--- config.mk ---
export PLATFORM = sky130hd
export DESIGN_NAME = rand_delay_target
export DESIGN_NICKNAME = d
export VERILOG_FILES = /design/src/rtl/rdt_pkg.sv /design/src/rtl/rdt_lfsr.sv /design/src/rtl/rdt_delay_counter.sv /design/src/rtl/rdt_target_sel.sv /design/src/rtl/rdt_led_decoder.sv /design/src/rtl/rand_delay_target.sv
export SDC_FILE = /design/constraint.sdc
export NUM_CORES = 1
export LEC_CHECK = 0
export CAP_MARGIN = 25
export CORE_MARGIN = 2
export CORE_UTILIZATION = 30
export CTS_BUF_LIST = sky130_fd_sc_hd__clkbuf_4 sky130_fd_sc_hd__clkbuf_8
export DETAILED_ROUTE_END_ITERATION = 7
export GPL_TIMING_DRIVEN = 0
export PLACE_DENSITY_LB_ADDON = 0.08
export SETUP_SLACK_MARGIN = 0.5
export SLEW_MARGIN = 40
export SYNTH_ARGS = -nofsm -noshare
export SYNTH_HDL_FRONTEND = slang
export SYNTH_SLANG_ARGS = --single-unit
export TNS_END_PERCENT = 30
--- constraint.sdc ---
create_clock -name clk -period 3.79 [get_ports clk]
set_clock_uncertainty 0.05 [all_clocks]
set_input_delay 0.758 -clock clk [delete_from_list [all_inputs] [get_ports clk]]
set_output_delay 0.758 -clock clk [all_outputs]
set_load 0.05 [all_outputs]
--- src/rtl/rdt_pkg.sv ---
package rdt_pkg;
  // Two-state control for the seconds down-counter
  typedef enum logic {
    CNT_IDLE  = 1'b0,
    CNT_ARMED = 1'b1
  } cnt_state_e;
endpackage

--- src/rtl/rdt_lfsr.sv ---
module rdt_lfsr #(
  parameter int             W    = 4,
  parameter logic [W-1:0]   TAPS = 4'b1100,
  parameter logic [W-1:0]   SEED = 4'b0001
) (
  input  logic         clk,
  input  logic         rst,
  output logic [W-1:0] q_o
);
  logic [W-1:0] q_q;
  logic         fb;

  // Fibonacci feedback: XOR of the tapped stages
  assign fb = ^(q_q & TAPS);

  always_ff @(posedge clk) begin
    if (rst) q_q <= SEED;
    else     q_q <= {q_q[W-2:0], fb};
  end

  assign q_o = q_q;

  // A nonzero seed plus a maximal polynomial must never reach all zeros
  assert_lfsr_nonzero_R2: assert property (@(posedge clk) disable iff (rst)
    q_q != '0);
  // Each step shifts the low stages up by one place
  assert_lfsr_shift_R2: assert property (@(posedge clk) disable iff (rst)
    1'b1 |=> q_q[W-1:1] == $past(q_q[W-2:0]));
endmodule

--- src/rtl/rdt_delay_counter.sv ---
module rdt_delay_counter
  import rdt_pkg::*;
#(
  parameter int RND_W     = 4,
  parameter int DELAY_MOD = 7,
  parameter int CNT_W     = (DELAY_MOD > 1) ? $clog2(DELAY_MOD) : 1
) (
  input  logic             clk,
  input  logic             rst,
  input  logic             tick_i,
  input  logic             start_i,
  input  logic             abort_i,
  input  logic [RND_W-1:0] rnd_i,
  output logic             done_o
);
  cnt_state_e       state_q;
  logic [CNT_W-1:0] count_q;
  logic [CNT_W-1:0] load_val;
  logic             done_q;

  // Fold the random value into a whole-second wait
  assign load_val = CNT_W'(32'(rnd_i) % DELAY_MOD);

  always_ff @(posedge clk) begin
    if (rst || abort_i) begin
      state_q <= CNT_IDLE;
      count_q <= '0;
      done_q  <= 1'b0;
    end else if (start_i) begin
      state_q <= CNT_ARMED;
      count_q <= load_val;
      done_q  <= 1'b0;
    end else if (state_q == CNT_ARMED) begin
      if (count_q == '0) begin
        done_q  <= 1'b1;
        state_q <= CNT_IDLE;
      end else if (tick_i) begin
        count_q <= count_q - CNT_W'(1);
      end
    end
  end

  assign done_o = done_q;

  // an armed, nonzero count moves only on a tick
  assert_hold_between_ticks_R3: assert property (@(posedge clk) disable iff (rst)
    (state_q == CNT_ARMED && count_q != '0 && !tick_i && !start_i && !abort_i)
      |=> $stable(count_q));
  // a zero count raises done at the next edge
  assert_done_at_zero_R4: assert property (@(posedge clk) disable iff (rst)
    (state_q == CNT_ARMED && count_q == '0 && !start_i && !abort_i) |=> done_q);
  // done is sticky until start or abort
  assert_done_sticky_R6: assert property (@(posedge clk) disable iff (rst)
    (done_q && !start_i && !abort_i) |=> done_q);
  // abort leaves the counter idle and cleared
  assert_abort_clears_R7: assert property (@(posedge clk) disable iff (rst)
    abort_i |=> (!done_q && count_q == '0 && state_q == CNT_IDLE));
endmodule

--- src/rtl/rdt_target_sel.sv ---
module rdt_target_sel #(
  parameter int RND_W      = 4,
  parameter int TGT_SPAN   = 8,
  parameter int TGT_OFFSET = 2,
  parameter int IDX_W      = 4
) (
  input  logic             clk,
  input  logic             rst,
  input  logic             tick_i,
  input  logic [RND_W-1:0] rnd_i,
  output logic [IDX_W-1:0] idx_o
);
  logic [IDX_W-1:0] idx_q;
  logic [IDX_W-1:0] pick;

  assign pick = IDX_W'(32'(rnd_i) % TGT_SPAN) + IDX_W'(TGT_OFFSET);

  always_ff @(posedge clk) begin
    if (rst)         idx_q <= IDX_W'(TGT_OFFSET);
    else if (tick_i) idx_q <= pick;
  end

  assign idx_o = idx_q;

  assert_target_range_R8: assert property (@(posedge clk) disable iff (rst)
    (32'(idx_q) >= TGT_OFFSET) && (32'(idx_q) < TGT_OFFSET + TGT_SPAN));
  assert_target_hold_R8: assert property (@(posedge clk) disable iff (rst)
    !tick_i |=> $stable(idx_q));
endmodule

--- src/rtl/rdt_led_decoder.sv ---
module rdt_led_decoder #(
  parameter int NUM_LEDS   = 10,
  parameter int TGT_OFFSET = 2,
  parameter int IDX_W      = 4
) (
  input  logic                clk,
  input  logic                rst,
  input  logic                en_i,
  input  logic [IDX_W-1:0]    idx_i,
  output logic [NUM_LEDS-1:0] led_o
);
  logic [NUM_LEDS-1:0] led_q;

  always_ff @(posedge clk) begin
    if (rst)       led_q <= '0;
    else if (en_i) led_q <= NUM_LEDS'(1) << idx_i;
    else           led_q <= '0;
  end

  assign led_o = led_q;

  assert_led_onehot_R9: assert property (@(posedge clk) disable iff (rst)
    $onehot0(led_q));
  assert_led_low_dark_R9: assert property (@(posedge clk) disable iff (rst)
    led_q[TGT_OFFSET-1:0] == '0);
  assert_led_follows_en_R9: assert property (@(posedge clk) disable iff (rst)
    !en_i |=> led_q == '0);
endmodule

--- src/rtl/rand_delay_target.sv ---
module rand_delay_target #(
  parameter int           RND_W      = 4,
  parameter logic [3:0]   RND_TAPS   = 4'b1100,
  parameter logic [3:0]   RND_SEED   = 4'b0001,
  parameter int           DELAY_MOD  = 7,
  parameter int           TGT_SPAN   = 8,
  parameter int           TGT_OFFSET = 2,
  parameter int           NUM_LEDS   = 10,
  parameter int           IDX_W      = $clog2(NUM_LEDS)
) (
  input  logic                clk,
  input  logic                rst,
  input  logic                tick_1hz_i,
  input  logic                start_i,
  input  logic                abort_i,
  output logic                done_o,
  output logic [IDX_W-1:0]    target_o,
  output logic [NUM_LEDS-1:0] led_o
);
  localparam int CNT_W = (DELAY_MOD > 1) ? $clog2(DELAY_MOD) : 1;

  logic [RND_W-1:0] rnd;
  logic             done;
  logic [IDX_W-1:0] idx;

  rdt_lfsr #(.W(RND_W), .TAPS(RND_TAPS), .SEED(RND_SEED)) u_lfsr (
    .clk(clk), .rst(rst), .q_o(rnd)
  );

  rdt_delay_counter #(.RND_W(RND_W), .DELAY_MOD(DELAY_MOD), .CNT_W(CNT_W)) u_delay (
    .clk(clk), .rst(rst), .tick_i(tick_1hz_i), .start_i(start_i),
    .abort_i(abort_i), .rnd_i(rnd), .done_o(done)
  );

  rdt_target_sel #(.RND_W(RND_W), .TGT_SPAN(TGT_SPAN),
                   .TGT_OFFSET(TGT_OFFSET), .IDX_W(IDX_W)) u_target (
    .clk(clk), .rst(rst), .tick_i(tick_1hz_i), .rnd_i(rnd), .idx_o(idx)
  );

  rdt_led_decoder #(.NUM_LEDS(NUM_LEDS), .TGT_OFFSET(TGT_OFFSET),
                    .IDX_W(IDX_W)) u_leds (
    .clk(clk), .rst(rst), .en_i(done), .idx_i(idx), .led_o(led_o)
  );

  assign done_o   = done;
  assign target_o = idx;
endmodule

==> results_dict.tcl, run 1 <==
set metrics [dict create \
    status "finished clean" \
    cts_root_buffer "clkbuf_4" \
    cts.repair.resized 0 \
    grt.busiest_layer "met2" \
    fin_ws_ns 1.31 \
    met2_usage_pct 19.5 \
    critPathRequiredTime_ns 2.98 \
    cp_top_family "buffers and inverters" \
    relSlewSlack_pct 66.3 \
    worst_pin_slew_ns 0.503 \
    rows 21 \
    grt_overflow 0 \
    layout_min_cycle_time_ns 2.48 \
    ys_ff_latch 23 \
    dp_hpwl_um 1740 \
    pin_count 20 \
    post_cts_buffers 0 \
    grt_pass1_vias 843 \
    drt-initial-drc-count 83 \
    finalWirelength_um 2240 \
    io_buffers 17 \
    ant_nets 0 \
    cts.clk_slew.worst_paths_ns 0.12 \
    peakVddDrop_mv 0.219 \
    ctsHoldBuffers 0 \
    power.total_w 0.000438 \
    syn-instance-count 118 \
    layout_common_cells "dfxtp_1, clkdlybuf4s50_1, nor2_1, nand2_1, nor3_1" \
    maxCapViolCount 0 \
    finalHoldViolations 0 \
    crit_slowest_cell "clkdlybuf4s50_1" \
    syn-cell-area_um2 1060 \
    layout-drive-gt1-share_pct 7.91 \
    die_h_um 63.6 \
    cts_buffers 3 \
    finalNetCount 151 \
    cp-end-kind "output port" \
    ys_types 35 \
    hold_class "register to register" \
    cts_tree "done" \
    use_met3_pct 3.75 \
    rsz0062_at_grt "no" \
    clk_latency_ns 0.31 \
    syn-num-nets 129 \
    die_x_um 63.6 \
    mostFrequentLayoutCell "dfxtp_1" \
    synth_top_area_share_pct 43.2 \
    cp_max_fo 8 \
    grt_antenna_before_repair 0 \
    place.gp.congestion 0.743 \
    syn_area_per_cell_um2 9.02 \
    n_antenna_cell 0 \
    vias_per_cell 4.79 \
    finalMaxSlewViolations 0 \
    grt_max_degree 13 \
    start_util_pct 31.7 \
    synth_seq_area_share_pct 43.2 \
    drc 0 \
    final.setup.tns_ns 0 \
    path_class "register to output port" \
    grt_pass1_wl_um 3830 \
    yosysWarnings 0 \
    cts.sinks 23 \
    cp-start-kind "register" \
    vias 886 \
    dp_slack_ns 1.60 \
    die_area_um2 4040 \
    p_leak_nw 0.503 \
    synth_top_cells_by_area "dfxtp_1, ha_1, nor2_1" \
    critical_path.max_stage_delay_ns 0.86 \
    track_usage_pct 12.1 \
    powerDensity_nw_per_um2 331 \
    first_pass_iters 4 \
    period_share_pct 65.3 \
    finalSetupViolCount 0 \
    core_um2 3360 \
    clk_path_buf_depth 2 \
    fmax_ghz 0.404 \
    htreeDepth 1 \
    cp.arrival_ns 1.67 \
    avgRoutedWirePerCell_um 12.1 \
    grt_util_met1_pct 15.3 \
    cp_cell_sequence "clkdlybuf4s50_1" \
    yosysTopAreaCell "dfxtp_1" \
    synthToLayoutAreaGrowth_pct 24.2 \
    worst-path-buf-inv 1 \
]
## final cells by class
cell class / instances / area [um^2]
flip-flops and latches: 23 / 460
clock buffers: 4 / 30.0
plain buffers: 3 / 16.3
repair buffers: 17 / 170
fillers: 366 / 2040
well taps: 46 / 57.6
inverters: 5 / 18.8
multi-input cells: 87 / 569
## stage by stage
stage	area (um^2)	utilization, %	cells	hold WS, ns
finish	1320	39.3	185	0.478
detailed placement	1290	38.4	181	0.464
global route	1320	39.3	185	0.499
CTS	1320	39.3	185	0.482
global placement	1290	38.4	181	0.451
floorplan	1060	-	118	0.432
## final timing paths
path                             end  slack (ns)         startpoint  depth (start not counted)
setup / recovery         target_o[0]        1.31  u_target.idx_o[0]                          1
hold / removal         u_lfsr.q_o[3]        0.48      u_lfsr.q_o[2]                          1
setup reg to reg  u_delay.count_q[1]        1.65      u_lfsr.q_o[1]                          9
hold reg to reg        u_lfsr.q_o[3]        0.48      u_lfsr.q_o[2]                          1
## cell families after synthesis
logic type / Yosys count / share of synthesized area (%)
mux: 3 / 2.82
compound gates: 19 / 13.4
simple gates: 59 / 30.2
fa+ha+maj: 6 / 7.05
buf+inv: 8 / 3.29
flops: 23 / 43.2
## power breakdown
group          switching (W)  internal [W]   total, W  leakage (nW)
combinational      0.0000347     0.0000246  0.0000593         0.298
clock              0.0000719     0.0000483   0.000120        0.0184
sequential         0.0000103      0.000249   0.000259         0.187
## synth_stat cells
cell type  number
ha_1            6
nor4_1          1
buf_4           1
a311oi_1        1
nor3_1          8
buf_2           1
nand4_1         1
a31oi_1         5
inv_1           5
a211oi_1        1
nor4b_1         2
and3b_1         1
and4b_1         1
dfxtp_1        23
or2_1           1
o31ai_1         2
nor2b_2         1
nor2_1         14
o221ai_2        1
clkbuf_1        1
nand2b_1        5
a211o_1         1
nand3_1         4
nand2_1         9
o211ai_2        1
nand3b_1        2
or2b_1          1
nand4b_1        2
mux2i_1         3
o21ai_2         1
a21oi_1         3
nor2b_1         5
and2b_2         1
o211a_1         1
o21ai_0         2
## metal layers
metal	wire (um)	share of wire, %
met5	0	0
met4	29	1.3
met1	1080	48
met3	103	4.6
met2	1030	46
## state kept, by name, summed over array words and instances, names as in the netlist
name             flops
u_delay.done_o       1
u_delay.count_q      3
u_delay.state_q      1
u_target.idx_o       4
u_leds.led_o        10
u_lfsr.q_o           4
Power figures use the tool's default switching activity.
==> run 2: changes to the inputs <==
==> constraint.sdc (replaced) <==
create_clock -name clk -period 2.6 [get_ports clk]
set_clock_uncertainty 0.05 [all_clocks]
set_input_delay 0.52 -clock clk [delete_from_list [all_inputs] [get_ports clk]]
set_output_delay 0.52 -clock clk [all_outputs]
set_load 0.05 [all_outputs]
==> results_dict.tcl, run 2 (same netlist as run 1, synthesis figures left out) <==
set metrics [dict create \
    layout_min_cycle_time_ns 2.13 \
    start_util_pct 31.7 \
    seqPwrFrac_pct 59.2 \
    rsz0062_at_grt "yes" \
    cp_top_family "buffers and inverters" \
    p_leak_nw 0.508 \
    grt_overflow 0 \
    largest_reg_flops 10 \
    drt-initial-drc-count 67 \
    reg2reg_slack_ns 0.51 \
    cp-end-kind "output port" \
    relSlewSlack_pct 65.7 \
    pwr-share-clk_pct 27.4 \
    io_buffers 17 \
    worst-path-buf-inv 1 \
    r2r_start "u_lfsr.q_o[1]" \
    layout-drive-gt1-share_pct 8.63 \
    cp-start-kind "register" \
    worst_pin_slew_ns 0.514 \
    finalMaxSlewViolations 0 \
    first_pass_iters 4 \
    ctsHoldBuffers 0 \
    cts_tree "done" \
    cts.sinks 23 \
    switchingPower_w 0.000170 \
    finalHoldViolations 0 \
    dp_hpwl_um 1740 \
    powerDensity_nw_per_um2 482 \
    finalWirelength_um 2250 \
    fillCellCount 364 \
    peakVddDrop_mv 0.319 \
    post_cts_buffers 0 \
    cp_cell_sequence "clkdlybuf4s50_1" \
    switching_share_pct 26.7 \
    die_area_um2 4040 \
    final_area_um2 1330 \
    met1_length_um 1100 \
    track_usage_pct 12.2 \
    hold_class "primary input to register" \
    hold_depth 2 \
    finalNetCount 151 \
    rr_worst_depth 9 \
    synthToLayoutAreaGrowth_pct 24.4 \
    htreeDepth 1 \
    fmax_ghz 0.469 \
    dp_slack_ns 0.470 \
    post_dp_cell_area_um2 1290 \
    power_frac_comb_pct 13.4 \
    clk_latency_ns 0.31 \
    grt_max_degree 13 \
    rows 21 \
    fin_ws_ns 0.466 \
    cts.clk_slew.worst_paths_ns 0.12 \
    die_x_um 63.6 \
    ant_nets 0 \
    cp_max_fo 4 \
    vias_per_cell 4.76 \
    pin_count 20 \
    grt_antenna_before_repair 0 \
    finalSetupViolCount 0 \
    core_um2 3360 \
    multi_input_area_um2 569 \
    crit_slowest_cell "clkdlybuf4s50_1" \
    final.setup.tns_ns 0 \
    cp.arrival_ns 1.56 \
    die_h_um 63.6 \
    drc 0 \
    cp.depth 1 \
    status "finished clean" \
    top_layer "met4" \
    grt_pass1_wl_um 3840 \
    whs_endpoint "u_delay.count_q[2]" \
    critPathRequiredTime_ns 2.03 \
    clk_path_buf_depth 2 \
    path_class "register to output port" \
    worstHoldStart "start_i" \
    n_antenna_cell 0 \
    maxCapViolCount 0 \
    layout_common_cells "dfxtp_1, clkdlybuf4s50_1, nor2_1, nand2_1, nor3_1" \
    dr_wl_met3_um 89 \
    wl_met2_um 1040 \
    avgRoutedWirePerCell_um 12.2 \
    p_int_w 0.000468 \
    critical_path.max_stage_delay_ns 0.83 \
    worstReg2RegEnd "u_delay.count_q[1]" \
    vias 880 \
    postLayoutCoreUtil_pct 39.4 \
    place.gp.congestion 0.743 \
    mostFrequentLayoutCell "dfxtp_1" \
    period_share_pct 82.1 \
    seqCellArea_um2 462 \
    grt_pass1_vias 844 \
    cts_buffers 3 \
    cts_root_buffer "clkbuf_4" \
]
## run 2: layout make-up
class                   instances  area share [%]
multi-input cells              87            43.0
flip-flops and latches         23            34.8
repair buffers                 17            12.9
well taps                      46            4.34
clock buffers                   4            2.27
inverters                       5            1.42
plain buffers                   3            1.23
## run 2: what timing repair did
| action | 4_1_cts | 5_1_grt |
|---|---|---|
| resized for setup | 1 | 2 |
| setup endpoints to repair | 6 | 6 |
| hold endpoints to repair | 0 | 0 |
## run 2: through the flow
| stage | hold slack, ns | power (W) | std cells |
|---|---|---|---|
| after CTS | 0.453 | 0.000646 | 185 |
| after floorplan | 0.432 | 0.000445 | 118 |
| after global placement | 0.451 | 0.000470 | 181 |
| final | 0.466 | 0.000638 | 185 |
| after detailed placement | 0.464 | 0.000472 | 181 |
| after global routing | 0.477 | 0.000671 | 185 |
## run 2: per-layer routing
metal  track usage, %  up-vias
met5                0        -
met4             4.08        0
met3             3.75        4
met2             19.5       14
met1             15.4      400
li1                 -      462
## run 2: how the worst max path moves through the flow
stage | startpoint | to | slack [ns]
final | u_target.idx_o[2] | target_o[2] | 0.47
after CTS | u_target.idx_o[1] | target_o[1] | 0.35
after global routing | u_lfsr.q_o[1] | u_delay.count_q[1] | 0.32
after detailed placement | u_lfsr.q_o[1] | u_delay.count_q[1] | 0.47
after floorplan | u_lfsr.q_o[1] | u_delay.count_q[1] | 0.67
after global placement | u_lfsr.q_o[1] | u_delay.count_q[1] | 0.49
## run 2: power groups by stage
| stage | Clock [W] | Combinational [W] | Sequential [W] |
|---|---|---|---|
| floorplan | 0 | 0.0000519 | 0.000393 |
| global placement | 0 | 0.0000849 | 0.000385 |
| global route | 0.000196 | 0.0000946 | 0.000380 |
| detailed placement | 0 | 0.0000865 | 0.000386 |
| CTS | 0.000182 | 0.0000863 | 0.000378 |
| finish | 0.000175 | 0.0000855 | 0.000378 |
